File: src/rtl/iecfmt_pkg.sv
// Shared types and code tables for the IEC 60958 subframe formatter.
// Assumes a 24-bit audio field and an 8-bit flag byte per subframe.
package iecfmt_pkg;

    localparam int unsigned FLAG_W = 8;

    // Flag byte sitting above the audio field, most significant first.
    typedef struct packed {
        logic [2:0] zero;
        logic       bstart;
        logic       parity;
        logic       chstat;
        logic       user;
        logic       valid;
    } flags_t;

    // Pair of rate codes carried in the channel-status word.
    typedef struct packed {
        logic [3:0] fs;
        logic [3:0] orig_fs;
    } rate_codes_t;

    // Map the rate selector onto its sampling and original-rate codes.
    function automatic rate_codes_t rate_lookup(input logic [2:0] sel);
        rate_codes_t r;
        case (sel)
            3'd0:    r = '{fs: 4'h3, orig_fs: 4'hC};
            3'd1:    r = '{fs: 4'h0, orig_fs: 4'hF};
            3'd3:    r = '{fs: 4'h8, orig_fs: 4'h7};
            3'd4:    r = '{fs: 4'hA, orig_fs: 4'h5};
            3'd5:    r = '{fs: 4'hC, orig_fs: 4'h3};
            3'd6:    r = '{fs: 4'hE, orig_fs: 4'h1};
            default: r = '{fs: 4'h2, orig_fs: 4'hD};
        endcase
        return r;
    endfunction

endpackage

File: src/rtl/iecfmt_pos.sv
// Block position tracker: channel slot within a frame and frame index
// within a block. Advances once per accepted sample.
// Assumes MAX_PAIRS >= 2 and a pairs setting that changes only while the
// counters sit at zero.
module iecfmt_pos #(
    parameter int unsigned FRAMES    = 192,
    parameter int unsigned MAX_PAIRS = 4,
    localparam int unsigned FIDX_W   = $clog2(FRAMES),
    localparam int unsigned PAIR_W   = $clog2(MAX_PAIRS),
    localparam int unsigned CH_W     = PAIR_W + 1
) (
    input  logic              clk,
    input  logic              rst_n,
    input  logic              clr,
    input  logic              adv,
    input  logic [PAIR_W-1:0] pairs,
    output logic [FIDX_W-1:0] fidx,
    output logic [CH_W-1:0]   ch
);

    logic [CH_W-1:0] last_ch;

    // Last channel slot of a frame is 2*pairs+1.
    always_comb last_ch = {pairs, 1'b1};

    // Step the channel slot, and the frame index on a frame boundary.
    always_ff @(posedge clk) begin
        if (!rst_n || clr) begin
            fidx <= '0;
            ch   <= '0;
        end else if (adv) begin
            if (ch == last_ch) begin
                ch   <= '0;
                fidx <= (fidx == FIDX_W'(FRAMES - 1)) ? '0 : fidx + FIDX_W'(1);
            end else begin
                ch <= ch + CH_W'(1);
            end
        end
    end

    AST_FIDX_RANGE: assert property (@(posedge clk) disable iff (!rst_n)
        32'(fidx) < FRAMES);
    AST_CH_RANGE: assert property (@(posedge clk) disable iff (!rst_n)
        ch <= last_ch);
    AST_FIDX_WRAP: assert property (@(posedge clk) disable iff (!rst_n)
        (adv && !clr && ch == last_ch && fidx == FIDX_W'(FRAMES - 1)) |=> fidx == '0);

endmodule

File: src/rtl/iecfmt_cs.sv
// Channel-status bit source: builds the consumer channel-status word for
// the current subframe and picks the bit addressed by the frame index.
// Assumes CS_BITS is at least 40 and no larger than the block length.
module iecfmt_cs
    import iecfmt_pkg::*;
#(
    parameter int unsigned CS_BITS = 42,
    parameter int unsigned FIDX_W  = 8,
    parameter int unsigned PAIR_W  = 2,
    localparam int unsigned CH_W   = PAIR_W + 1
) (
    input  logic [FIDX_W-1:0] fidx,
    input  logic [CH_W-1:0]   ch,
    input  logic [PAIR_W-1:0] pairs,
    input  logic [2:0]        rate,
    input  logic              wide,
    output logic              cbit
);

    logic [CS_BITS-1:0] cs;
    logic [3:0]         nch;
    rate_codes_t        rc;

    // Assemble the channel-status word for this subframe.
    always_comb begin
        nch = (4'(pairs) + 4'd1) << 1;
        rc  = rate_lookup(rate);
        cs  = '0;
        cs[2]     = 1'b1;
        cs[19:16] = nch;
        cs[23:20] = 4'(ch) + 4'd1;
        cs[27:24] = rc.fs;
        cs[35:32] = wide ? 4'hB : 4'h2;
        cs[39:36] = rc.orig_fs;
    end

    // Select the bit for this frame; frames past the word carry zero.
    always_comb begin
        cbit = 1'b0;
        for (int k = 0; k < CS_BITS; k++) begin
            if (fidx == FIDX_W'(k)) cbit = cs[k];
        end
    end

endmodule

File: src/rtl/iecfmt_pack.sv
// Subframe packer: aligns the sample into the 24-bit field and prepends
// the flag byte with even parity over everything below the parity bit.
// Assumes SMP_W is 24.
module iecfmt_pack
    import iecfmt_pkg::*;
#(
    parameter int unsigned SMP_W  = 24,
    localparam int unsigned WORD_W = FLAG_W + SMP_W
) (
    input  logic [SMP_W-1:0]  data,
    input  logic              wide,
    input  logic              bstart,
    input  logic              cbit,
    output logic [WORD_W-1:0] word
);

    logic [SMP_W-1:0] smp;
    flags_t           fl;

    // Left-justify short samples, pass full-width ones through.
    always_comb smp = wide ? data : {data[SMP_W-9:0], 8'h00};

    // Build the flag byte and join it to the audio field.
    always_comb begin
        fl.zero   = 3'b000;
        fl.bstart = bstart;
        fl.chstat = cbit;
        fl.user   = 1'b0;
        fl.valid  = 1'b0;
        fl.parity = (^smp) ^ fl.chstat ^ fl.user ^ fl.valid;
        word      = {fl, smp};
    end

endmodule

File: src/rtl/iec_subframe_fmt.sv
// IEC 60958 subframe formatter top: accepts interleaved PCM samples and
// emits one framed 32-bit word per sample through a single output register.
// Assumes configuration is held steady around a start pulse; it is
// captured while idle and frozen once streaming begins.
module iec_subframe_fmt
    import iecfmt_pkg::*;
#(
    parameter int unsigned FRAMES    = 192,
    parameter int unsigned CS_BITS   = 42,
    parameter int unsigned MAX_PAIRS = 4,
    parameter int unsigned SMP_W     = 24,
    localparam int unsigned PAIR_W   = $clog2(MAX_PAIRS),
    localparam int unsigned CH_W     = PAIR_W + 1,
    localparam int unsigned FIDX_W   = $clog2(FRAMES),
    localparam int unsigned WORD_W   = FLAG_W + SMP_W
) (
    input  logic              clk,
    input  logic              rst_n,
    input  logic              start,
    input  logic [PAIR_W-1:0] cfg_pairs,
    input  logic [2:0]        cfg_rate,
    input  logic              cfg_wide,
    input  logic              in_valid,
    output logic              in_ready,
    input  logic [SMP_W-1:0]  in_data,
    output logic              out_valid,
    input  logic              out_ready,
    output logic [WORD_W-1:0] out_word
);

    logic              idle_q;
    logic [PAIR_W-1:0] pairs_q;
    logic [2:0]        rate_q;
    logic              wide_q;
    logic              accept;
    logic [FIDX_W-1:0] fidx;
    logic [CH_W-1:0]   ch;
    logic              cbit;
    logic [WORD_W-1:0] word_nxt;

    // Take a sample when the output slot is free or being emptied.
    always_comb begin
        in_ready = !start && (!out_valid || out_ready);
        accept   = in_valid && in_ready;
    end

    // Track idle: set by reset or start, cleared by the first sample.
    always_ff @(posedge clk) begin
        if (!rst_n || start) idle_q <= 1'b1;
        else if (accept)     idle_q <= 1'b0;
    end

    // Capture configuration only while idle or on a start pulse.
    always_ff @(posedge clk) begin
        if (!rst_n) begin
            pairs_q <= '0;
            rate_q  <= 3'd2;
            wide_q  <= 1'b0;
        end else if (idle_q || start) begin
            pairs_q <= cfg_pairs;
            rate_q  <= cfg_rate;
            wide_q  <= cfg_wide;
        end
    end

    iecfmt_pos #(
        .FRAMES    (FRAMES),
        .MAX_PAIRS (MAX_PAIRS)
    ) u_pos (
        .clk   (clk),
        .rst_n (rst_n),
        .clr   (start),
        .adv   (accept),
        .pairs (pairs_q),
        .fidx  (fidx),
        .ch    (ch)
    );

    iecfmt_cs #(
        .CS_BITS (CS_BITS),
        .FIDX_W  (FIDX_W),
        .PAIR_W  (PAIR_W)
    ) u_cs (
        .fidx  (fidx),
        .ch    (ch),
        .pairs (pairs_q),
        .rate  (rate_q),
        .wide  (wide_q),
        .cbit  (cbit)
    );

    iecfmt_pack #(
        .SMP_W (SMP_W)
    ) u_pack (
        .data   (in_data),
        .wide   (wide_q),
        .bstart (fidx == '0),
        .cbit   (cbit),
        .word   (word_nxt)
    );

    // Output register: load on accept, drop when taken or on start.
    always_ff @(posedge clk) begin
        if (!rst_n) begin
            out_valid <= 1'b0;
            out_word  <= '0;
        end else if (start) begin
            out_valid <= 1'b0;
        end else if (accept) begin
            out_valid <= 1'b1;
            out_word  <= word_nxt;
        end else if (out_ready) begin
            out_valid <= 1'b0;
        end
    end

    AST_STALL_HOLD: assert property (@(posedge clk) disable iff (!rst_n)
        (out_valid && !out_ready && !start) |=> (out_valid && $stable(out_word)));
    AST_RSV_ZERO: assert property (@(posedge clk) disable iff (!rst_n)
        out_valid |-> (out_word[31:29] == 3'b000 && out_word[25:24] == 2'b00));
    AST_EVEN_PARITY: assert property (@(posedge clk) disable iff (!rst_n)
        out_valid |-> (^out_word[27:0] == 1'b0));
    AST_START_CLEAR: assert property (@(posedge clk) disable iff (!rst_n)
        start |=> !out_valid);
    AST_CFG_FROZEN: assert property (@(posedge clk) disable iff (!rst_n)
        (!idle_q && !start) |=> ($stable(pairs_q) && $stable(rate_q) && $stable(wide_q)));

endmodule

File: config.mk
export PLATFORM = sky130hd
export DESIGN_NAME = iec_subframe_fmt
export DESIGN_NICKNAME = d
export VERILOG_FILES = /design/src/rtl/iecfmt_pkg.sv /design/src/rtl/iecfmt_pos.sv /design/src/rtl/iecfmt_cs.sv /design/src/rtl/iecfmt_pack.sv /design/src/rtl/iec_subframe_fmt.sv
export SDC_FILE = /design/constraint.sdc
export NUM_CORES = 1
export LEC_CHECK = 0
export BUFFER_PORTS_ARGS = -buffer_cell sky130_fd_sc_hd__clkbuf_2
export CAP_MARGIN = 20
export CORE_MARGIN = 2
export CORE_UTILIZATION = 50
export CTS_BUF_LIST = sky130_fd_sc_hd__clkbuf_4 sky130_fd_sc_hd__clkbuf_8 sky130_fd_sc_hd__clkbuf_16
export CTS_CLUSTER_DIAMETER = 120
export DETAILED_ROUTE_END_ITERATION = 7
export PLACE_DENSITY = 0.74
export SYNTH_ARGS = -nofsm -noshare
export SYNTH_HDL_FRONTEND = slang
export SYNTH_HIERARCHICAL = 1
export SYNTH_SLANG_ARGS = --single-unit
File: constraint.sdc
create_clock -name clk -period 2.8 [get_ports clk]
set_input_delay 0.42 -clock clk [delete_from_list [all_inputs] [get_ports clk]]
set_output_delay 0.42 -clock clk [all_outputs]
set_load 0.05 [all_outputs]
==> metrics, run 1 <==
outcome complete, no violations; placed cell areas roughly 3400 sq um; Worst Path Arrival roughly 2.8 ns; Mapped Area slightly above 3000 sq um; fin nets 455; Root Buffer clkbuf_8; GRT overflow 0; gp weighted congestion just under 0.9; critical-path cell list nor3_2, nand3_1, o32ai_1, a21oi_2, a32o_2, xnor2_1, xnor2_1, xnor2_1, xnor2_2, xnor3_1, nand2_1, mux2i_1; Worst-path clk slew 0.09 ns; clock sinks between 50 and 60; Crit path max-delay family XOR/XNOR gates; Port Buffer Count 68; Yosys reg bits 51; core area just under 6000 sq um; CTS tree yes; Slew HR 54.39%; die extent in x between 80 and 90 microns; io pins between 60 and 70; Num CTS Buffers 5; largest net degree at the start of global routing 72; LEAKAGE around 0.0015 uW; fmax between 300 and 400 MHz; post-place setup slack approximately 0.068 ns; via density per instance roughly 5.1; WL/cell roughly 13 microns; unique cell type count in the Yosys netlist 57; post-synthesis sequential area ratio 32.81%; ys async rst share 0%; CTS max path bufs 2; PD cells 477.1 nW/um^2; # setup viols final 0; layout cells sized above 1 between 20 and 30%; Setup crit start u_pos/fidx[6]; Worst Path Buf+Inv 0; top layer in use met4; YS warnings 6; R2R Setup Slk between 0.2 and 0.25 ns; CP Capture Type register; DIE AREA around 7000 sq um; crit path kind register to register; RSZ-0062 raised after global routing false; setup TNS 0 ns; routed wire length between 6000 and 7000 microns; antenna violations before repair 0; predominant post-synthesis flop cell dfxtp_1; global-route wire length before repair approximately 11000 microns; die height a little over 80 microns; detailed-placement wirelength estimate 4747 microns; Hold-fix buffers, CTS 0; min-delay src in_valid; Max-cap violations 0; post-route setup slack 0.2091 ns; critical path fanouts, max 7; number of global-route vias before repair 2418; crit path max-delay cell type dfxtp_1; fin crit share 92.53%; CP peak stage delay roughly 0.38 ns; origin of the critical flop-to-flop path u_pos/fidx[6]; Routed met3 length between 300 and 400 microns; routed wl met2 just over 3000 microns; gr usage total between 10% and 20%; slew at the pin with the worst max-slew slack 0.6841 ns; starting density of the core between 50% and 60%; number of DRC markers in iteration 0 119; synthesized area per cell approximately 8.8 sq um; final hold vios 0; Worst Path Required between 2 and 3 ns; Tightest Hold Check Type primary input to register; Crit path top cell by count xnor2_1; number of remaining DRC errors 0; drt pass-1 iters 4; # diodes 0; synth-to-layout area growth 14.19%; met1 WL ~3100 microns; number of flops mapped to enable cells by yosys 0; Vias approximately 2500; clock skew ~0.010 ns; post-route cell area about 3600 sq um; DRT antenna net count 0; row count 28; fin. max-slew vios 0; startpoint types register; clock latency at the later pin of the worst-skew pair roughly 0.3 ns; peak supply drop about 260 uV; Tmin final between 2 and 3 ns; H-tree levels 2; Synth Instances about 350
-- cells in the mapped netlist (2+ instances only) --
master	number	share of area [%]
a21oi_1	7	1.1
ha_1	4	1.6
nor4_1	3	0.60
nand3_1	9	1.4
buf_4	8	1.9
xor2_1	3	0.84
nor3_1	5	0.80
buf_6	5	1.8
clkbuf_1	10	1.2
nand4_1	2	0.40
nand2b_1	2	0.40
a21boi_0	5	1.2
or4_1	2	0.48
nand2_1	81	9.8
buf_12	3	1.9
xnor2_1	26	7.3
xnor2_2	2	1.0
and2_1	7	1.4
dfxtp_1	51	33
mux2i_1	35	11
inv_1	5	0.60
mux2_2	15	5.4
o21ai_0	9	1.4
a31oi_1	2	0.40
nor2_1	20	2.4
-- final cells by class --
cell class / count / area [sq um]
clock buffers: 6 / 82.58
inverters: 6 / 22.52
flip-flops and latches: 51 / 1025
well taps: 75 / 93.84
multi-input cells: 273 / 1872
fillers: 543 / 2402
repair buffers: 79 / 422.9
clock inverters: 2 / 35.03
-- placed cells by master, fill, tap and decap left out, types with 6 or more instances in the layout --
master and instances:
xnor2_1 26, o21ai_0 9, clkbuf_2 68, mux2i_1 35, clkbuf_8 6, buf_4 11, nand3_1 9, mux2_2 15
and2_1 7, a21oi_1 7, dfxtp_1 48, nor2_1 20, nand2_1 81
-- worst register-to-register path: stages (launching register included) --
cell and delay, ns:
dfxtp_1 0.38, nor3_2 0.21, nand3_1 0.17, o32ai_1 0.36, a21oi_2 0.05, a32o_2 0.25
xnor2_1 0.13, xnor2_1 0.14, xnor2_1 0.26, xnor2_2 0.15, xnor3_1 0.23, nand2_1 0.07
mux2i_1 0.08
-- where the power goes --
part / internal, uW / leakage (uW) / switching, uW / total [uW]
Clock: 289 / 0.0000612 / 240 / 529
Sequential: 756 / 0.000417 / 20.9 / 777
Combinational: 159 / 0.00103 / 231 / 390
-- sequential cells by signal (all words and copies together) (netlist names) --
| signal | flops |
|---|---|
| pairs_q | 2 |
| rate_q | 3 |
| u_pos/fidx | 8 |
| out_valid | 1 |
| idle_q | 1 |
| wide_q | 1 |
| out_word | 32 |
| u_pos/ch | 3 |
-- final timing paths --
check | end | depth (start not counted)
setup reg to reg | out_word[27] | 12
hold / removal | out_valid | 3
hold reg to reg | out_word[28] | 2
setup / recovery | out_word[27] | 12
-- cells by family after synthesis --
logic type,count (synthesis),synth area share [%]
and+or+nand+nor,144,22.11
muxes,51,17.17
DFF,51,32.81
AOI/OAI and AO/OA,36,7.961
xor gates and xnor gates,33,10.45
buffers and inverters,33,7.760
adders and majority gates,4,1.608
other,1,0.1205
-- metrics by stage --
step / hold slack [ns] / power [uW] / instances / util, %
4_1_cts: 0.3473 / 1721 / 492 / 59.58
2_1_floorplan: 0.4789 / 1114 / 357 / -
6_report: 0.3534 / 1695 / 492 / 59.66
3_5_place_dp: 0.4474 / 1189 / 484 / 57.61
5_1_grt: 0.3744 / 1775 / 492 / 59.66
3_3_place_gp: 0.4430 / 1180 / 484 / 57.61
-- routing by layer --
layer | global-route usage, % | up-vias
met5 | 0 | -
met1 | 25.63 | 1159
met4 | 4.620 | 0
met2 | 31.60 | 55
met3 | 4.076 | 4
li1 | - | 1306
-- timing repair --
action	CTS	global route
buffers inserted	0	0
setup endpoints to repair	0	1
endpoints found under the hold margin	0	0
resized for setup	0	4
No activity file was read; power rests on OpenSTA's default activity.
==> run 2, diff against run 1 <==
- clock period: 2.8 -> 2.9 ns (I/O delays scaled with it)
==> run 2 against run 1 <==
Compared with the run above: combinational power shrank 2%; largest power group unchanged; routed wire length up 1.0%; setup slack lost 0.11 ns; largest cell class unchanged.
==> metrics, run 2 (synthesized netlist as in run 1, its figures left out) <==
CTS tree yes; Worst-path clk slew 0.10 ns (about the same); Tightest Hold Check Type primary input to register; origin of the critical flop-to-flop path pairs_q[0]; H-tree levels 2 (unchanged); combinational cell fraction of total power 24.2% (+1.2 points); Slew HR 56.36% (+2.0 points); # setup viols final 0 (unchanged); fin cells 488 (-0.81%); fin crit share 96.62% (+4.1 points); clock skew 0.005749 ns (-0.004385 ns); WL/cell 13.45 microns (+1.9%); die extent in x 82.89 microns (unchanged); peak supply drop 237.6 uV (-7.6%); via density per instance 5.172 (+0.82%); cell count after placement 480 (-0.83%); reported net switching power 487.0 uW (-0.88%); Reg2Reg Depth 13 (+1); Tmin final 2.802 ns (+0.2110 ns); detailed-placement wirelength estimate 4707 microns (-0.83%); GRT overflow 0 (unchanged); Max-cap violations 0 (unchanged); Internal Pwr Total 1095 uW (-9.1%); drt pass-1 iters 4 (unchanged); Worst Path Required 3.08 ns (+0.12 ns); total power 1582 uW (-6.7%); fin nets 451 (-0.88%); Largest regs out_word: 32 flops, u_pos/fidx: 8 flops; fin. max-slew vios 0 (unchanged); number of remaining DRC errors 0 (unchanged); clock sinks 51 (unchanged); CTS max path bufs 2 (unchanged); row count 28 (unchanged); Worst R2R End out_word[27]; routed wire length 6565 microns (+1.0%); CP Capture Type register; gr usage total 19.07% (-0.084 points); layout cells sized above 1 30.02% (+0.29 points); io pins 69 (unchanged); die height 82.89 microns (unchanged); critical path fanouts, max 4 (-3); antenna violations before repair 0 (unchanged); clock network power share 28.4% (-2.8 points); DIE AREA 6871 sq um (unchanged); clock latency at the later pin of the worst-skew pair 0.30 ns (about the same); Setup crit start pairs_q[0]; commonest non-fill, non-tap cell in the layout nand2_1; leading cell types in the layout, fill and taps excluded nand2_1, clkbuf_2, dfxtp_1, mux2i_1, xnor2_1; Root Buffer clkbuf_8; Flop pwr share 47.4% (+1.6 points); largest net degree at the start of global routing 72 (unchanged); DRT antenna net count 0 (unchanged); number of global-route vias before repair 2457 (+1.6%); Port Buffer Count 68 (unchanged); global-route wire length before repair 11200 microns (about the same); LEAKAGE 0.001478 uW (-1.9%); Num CTS Buffers 5 (unchanged); number of DRC markers in iteration 0 138 (+16%); setup TNS 0 ns (unchanged); final hold vios 0 (unchanged); Vias 2524 (unchanged); synth-to-layout area growth 13.23%; starting density of the core 52.25% (unchanged); fin util 59.16% (-0.50 points); fmax 356.9 MHz (-7.5%); Largest register FFs 32 (unchanged); R2R Setup Slk 0.1 ns (-0.11 ns); startpoint types register; Sw Share 30.79% (+1.8 points); outcome complete, no violations; Worst Path Arrival 2.98 ns (+0.23 ns); Setup crit end out_word[27]; Largest Register out_word; gp weighted congestion 0.8814 (about the same); crit path kind register to register; # diodes 0 (unchanged); slew at the pin with the worst max-slew slack 0.6547 ns (-0.02948 ns); core area 5956 sq um (unchanged); Post CTS Setup Buffer Count 0 (unchanged); PD cells 448.9 nW/um^2 (-5.9%)
run 2: cell type report:
type	instances	area, sq um
fill	543	2432
tap	75	93.84
clock inverter	1	8.758
multi-input combinational	273	1888
inverter	6	22.52
sequential	51	1027
timing repair buffer	75	392.9
clock buffer	7	90.09
run 2: power by group through the flow:
stage | logic (uW) | clock network [uW] | registers, uW
after global placement | 375 | 0 | 764
final | 383 | 449 | 750
after global routing | 409 | 490 | 755
after detailed placement | 382 | 0 | 765
after CTS | 383 | 461 | 750
after floorplan | 231 | 0 | 845
run 2: stage by stage:
step           worst slack (ns)  area [sq um]  hold WS [ns]
2_1_floorplan            0.3279          3127        0.4789
3_3_place_gp             0.2519          3401        0.4409
3_5_place_dp             0.1072          3401        0.4491
4_1_cts                 0.07502          3500        0.3581
5_1_grt                -0.01131          3523        0.3842
6_report                0.09811          3523        0.3684
run 2: worst min-delay path by stage:
stage	startpoint	end	slack [ns]	depth (start not counted)
floorplan	wide_q	wide_q	0.48	2
global placement	out_word[31]	out_word[31]	0.44	2
detailed placement	out_word[12]	out_word[12]	0.45	2
CTS	in_valid	out_valid	0.36	3
global route	in_valid	out_valid	0.38	3
finish	in_valid	out_valid	0.37	3
run 2: layer usage:
metal	part of all wire (%)	track usage [%]	vias up	wire, microns
met5	0	0	-	0
met4	0.64	5.067	0	42
met3	5.3	5.368	4	346
met2	48	31.38	62	3149
met1	46	24.60	1169	3026
li1	-	-	1289	-
run 2: repair_timing:
item,CTS,global route
endpoints found under the setup margin,0,1
resized for setup,0,9
hold buffers,0,0
run 2: worst max-delay path, stage by stage (launching register included):
cell     delay [ns]
dfxtp_1        0.35
ha_1           0.30
o21ai_0        0.17
o22ai_1        0.12
a31oi_1        0.19
o21ai_1        0.08
a32o_2         0.25
xnor2_1        0.18
xnor2_1        0.11
xnor2_1        0.28
xnor2_2        0.17
xnor3_1        0.33
nand2_1        0.07
mux2i_1        0.08
==> run 3, diff against run 2 <==
- CELL_PAD_IN_SITES_DETAIL_PLACEMENT: not set -> 0
- CELL_PAD_IN_SITES_GLOBAL_PLACEMENT: not set -> 2
- CORE_UTILIZATION: 50 -> 32
- PLACE_DENSITY: 0.74 -> not set
- PLACE_DENSITY_LB_ADDON: not set -> 0.1
- SETUP_SLACK_MARGIN: not set -> 0.5
==> run 3 against run 2 <==
Compared with the run above: setup slack gained 0.29 ns; sequential share of layout area shrank 1.1 points; hold slack lost 0.023 ns.
==> metrics, run 3 (synthesized netlist as in run 1, its figures left out) <==
outcome complete, no violations; Max-cap violations 0 (unchanged); global-route wire length before repair 12380 microns (+11%); H-tree levels 2 (unchanged); CP Capture Type register; WHS Path Cells 3 (unchanged); fin crit share 86.55% (-10 points); Largest Register out_word; fin cells 551 (+13%); RSZ-0062 raised after global routing true; peak supply drop 207.3 uV (-13%); die extent in x 102.6 microns (+24%); crit path max-delay cell type dfxtp_4; LEAKAGE 0.001530 uW (+3.5%); hold_ws 0.3453 ns (-0.02307 ns); antenna violations before repair 0 (unchanged); Port Buffer Count 68 (unchanged); footprint of the multi-input gates 1927 sq um (+2.1%); Largest regs out_word: 32 flops, u_pos/fidx: 8 flops; number of global-route vias before repair 2425 (-1.3%); CTS tree yes; post-route cell area 3716 sq um (+5.5%); Slew HR 53.81% (-2.5 points); Worst Path Arrival 2.68 ns (-0.30 ns); die height 102.6 microns (+24%); cell count after placement 535 (+11%); crit path kind register to register; number of remaining DRC errors 0 (unchanged); fmax 398.4 MHz (+12%); critical-path cell list ha_4, xnor2_1, a211o_1, a21oi_2, a31oi_1, o21ai_1, a32o_2, xnor2_2, xnor2_1, xnor2_1, xnor2_2, xnor3_1, nand2_1, mux2i_1; placed cell areas 3481 sq um (+2.4%); Worst Path Buf+Inv 0 (unchanged); Tmin final 2.510 ns (-0.2919 ns); DIE AREA 10530 sq um (+53%); Crit path top cell by count xnor2_1; CP peak stage delay 0.37 ns (+0.02 ns); starting density of the core 33.36% (-19 points); CTS max path bufs 2 (unchanged); clock sinks 51 (unchanged); Num CTS Buffers 5 (unchanged); Crit path max-delay family XOR/XNOR gates; largest net degree at the start of global routing 37 (-49%); clock skew 0.01150 ns (+0.005751 ns); synth-to-layout area growth 19.42%; routed wire length 7582 microns (+15%); gr usage total 15.04% (-4.0 points); Worst Path Required 3.07 ns (about the same); # setup viols final 0 (unchanged); critical path fanouts, max 2 (-2); clock latency at the later pin of the worst-skew pair 0.31 ns (about the same); gp weighted congestion 0.7069 (-20%); row count 35 (+25%); Reg2Reg Depth 14 (+1); fin nets 460 (+2.0%); DRT antenna net count 0 (unchanged); GRT overflow 0 (unchanged); critical path depth 14 (+1); via density per instance 4.583 (-11%); number of DRC markers in iteration 0 78 (-43%); drt pass-1 iters 4 (unchanged); io pins 69 (unchanged); fin. max-slew vios 0 (unchanged); leading cell types in the layout, fill and taps excluded nand2_1, clkbuf_2, dfxtp_1, mux2i_1, xnor2_1; slew at the pin with the worst max-slew slack 0.6865 ns (+0.03187 ns); Tightest Hold Check Type primary input to register; layout cells sized above 1 34.60% (+4.6 points); PD cells 426.4 nW/um^2 (-5.0%); core area 9328 sq um (+57%); Fillers 987 (+82%); startpoint types register; Largest register FFs 32 (unchanged); setup TNS 0 ns (unchanged); Vias 2525 (+0.040%); Hold-fix buffers, CTS 0 (unchanged); Reg area 1042 sq um (+1.5%); # diodes 0 (unchanged); final hold vios 0 (unchanged); Worst-path clk slew 0.10 ns (about the same); Root Buffer clkbuf_8; commonest non-fill, non-tap cell in the layout nand2_1; WL/cell 13.76 microns (+2.3%); total power 1585 uW (+0.20%); detailed-placement wirelength estimate 5555 microns (+18%)
## run 3: final cells by class
type                       instances  area share, %
clock inverter                     2         0.4377
tap                              129          4.343
timing repair buffer              84          12.49
inverter                           6         0.6061
multi-input combinational        273          51.85
sequential                        51          28.05
clock buffer                       6          2.222
## run 3: worst register-to-register path, delay by kind of cell, from the launching register on
kind,cells,cell delay (ns)
xor+xnor,6,0.94
flops,1,0.37
compound gates,5,0.79
simple gates,1,0.06
fa+ha+maj,1,0.16
mux,1,0.06
## run 3: path summary, 6_finish.rpt
| path | startpoint | end | slack [ns] |
|---|---|---|---|
| worst max-delay path | u_pos/ch[1] | out_word[27] | 0.39 |
| worst min-delay path | in_valid | out_valid | 0.35 |
| worst max register to register | u_pos/ch[1] | out_word[27] | 0.39 |
| worst min register to register | out_word[28] | out_word[28] | 0.46 |
## run 3: stage by stage
step,setup slack (ns),util [%]
floorplan,0.5071,-
global placement,0.3294,37.32
detailed placement,0.2441,37.32
CTS,0.3798,39.73
global route,0.1862,39.84
finish,0.3900,39.84
## run 3: routing by layer
layer	global-route usage (%)	vias to the layer above	routed length (microns)
met2	22.88	48	3238
met1	21.95	1161	3972
met4	3.077	0	38
met5	0	-	0
met3	3.186	2	332
li1	-	1314	-
## run 3: where the power goes
group	internal, uW	switching (uW)
sequential	728	19.8
combinational	159	227
clock	196	255
## run 3: timing repair
| item | 4_1_cts | 5_1_grt |
|---|---|---|
| gates resized for setup | 23 | 3 |
| buffers inserted | 7 | 1 |
| endpoints found under the setup margin | 1 | 1 |
| endpoints found under the hold margin | 0 | 0 |
| pin swaps | 12 | 7 |
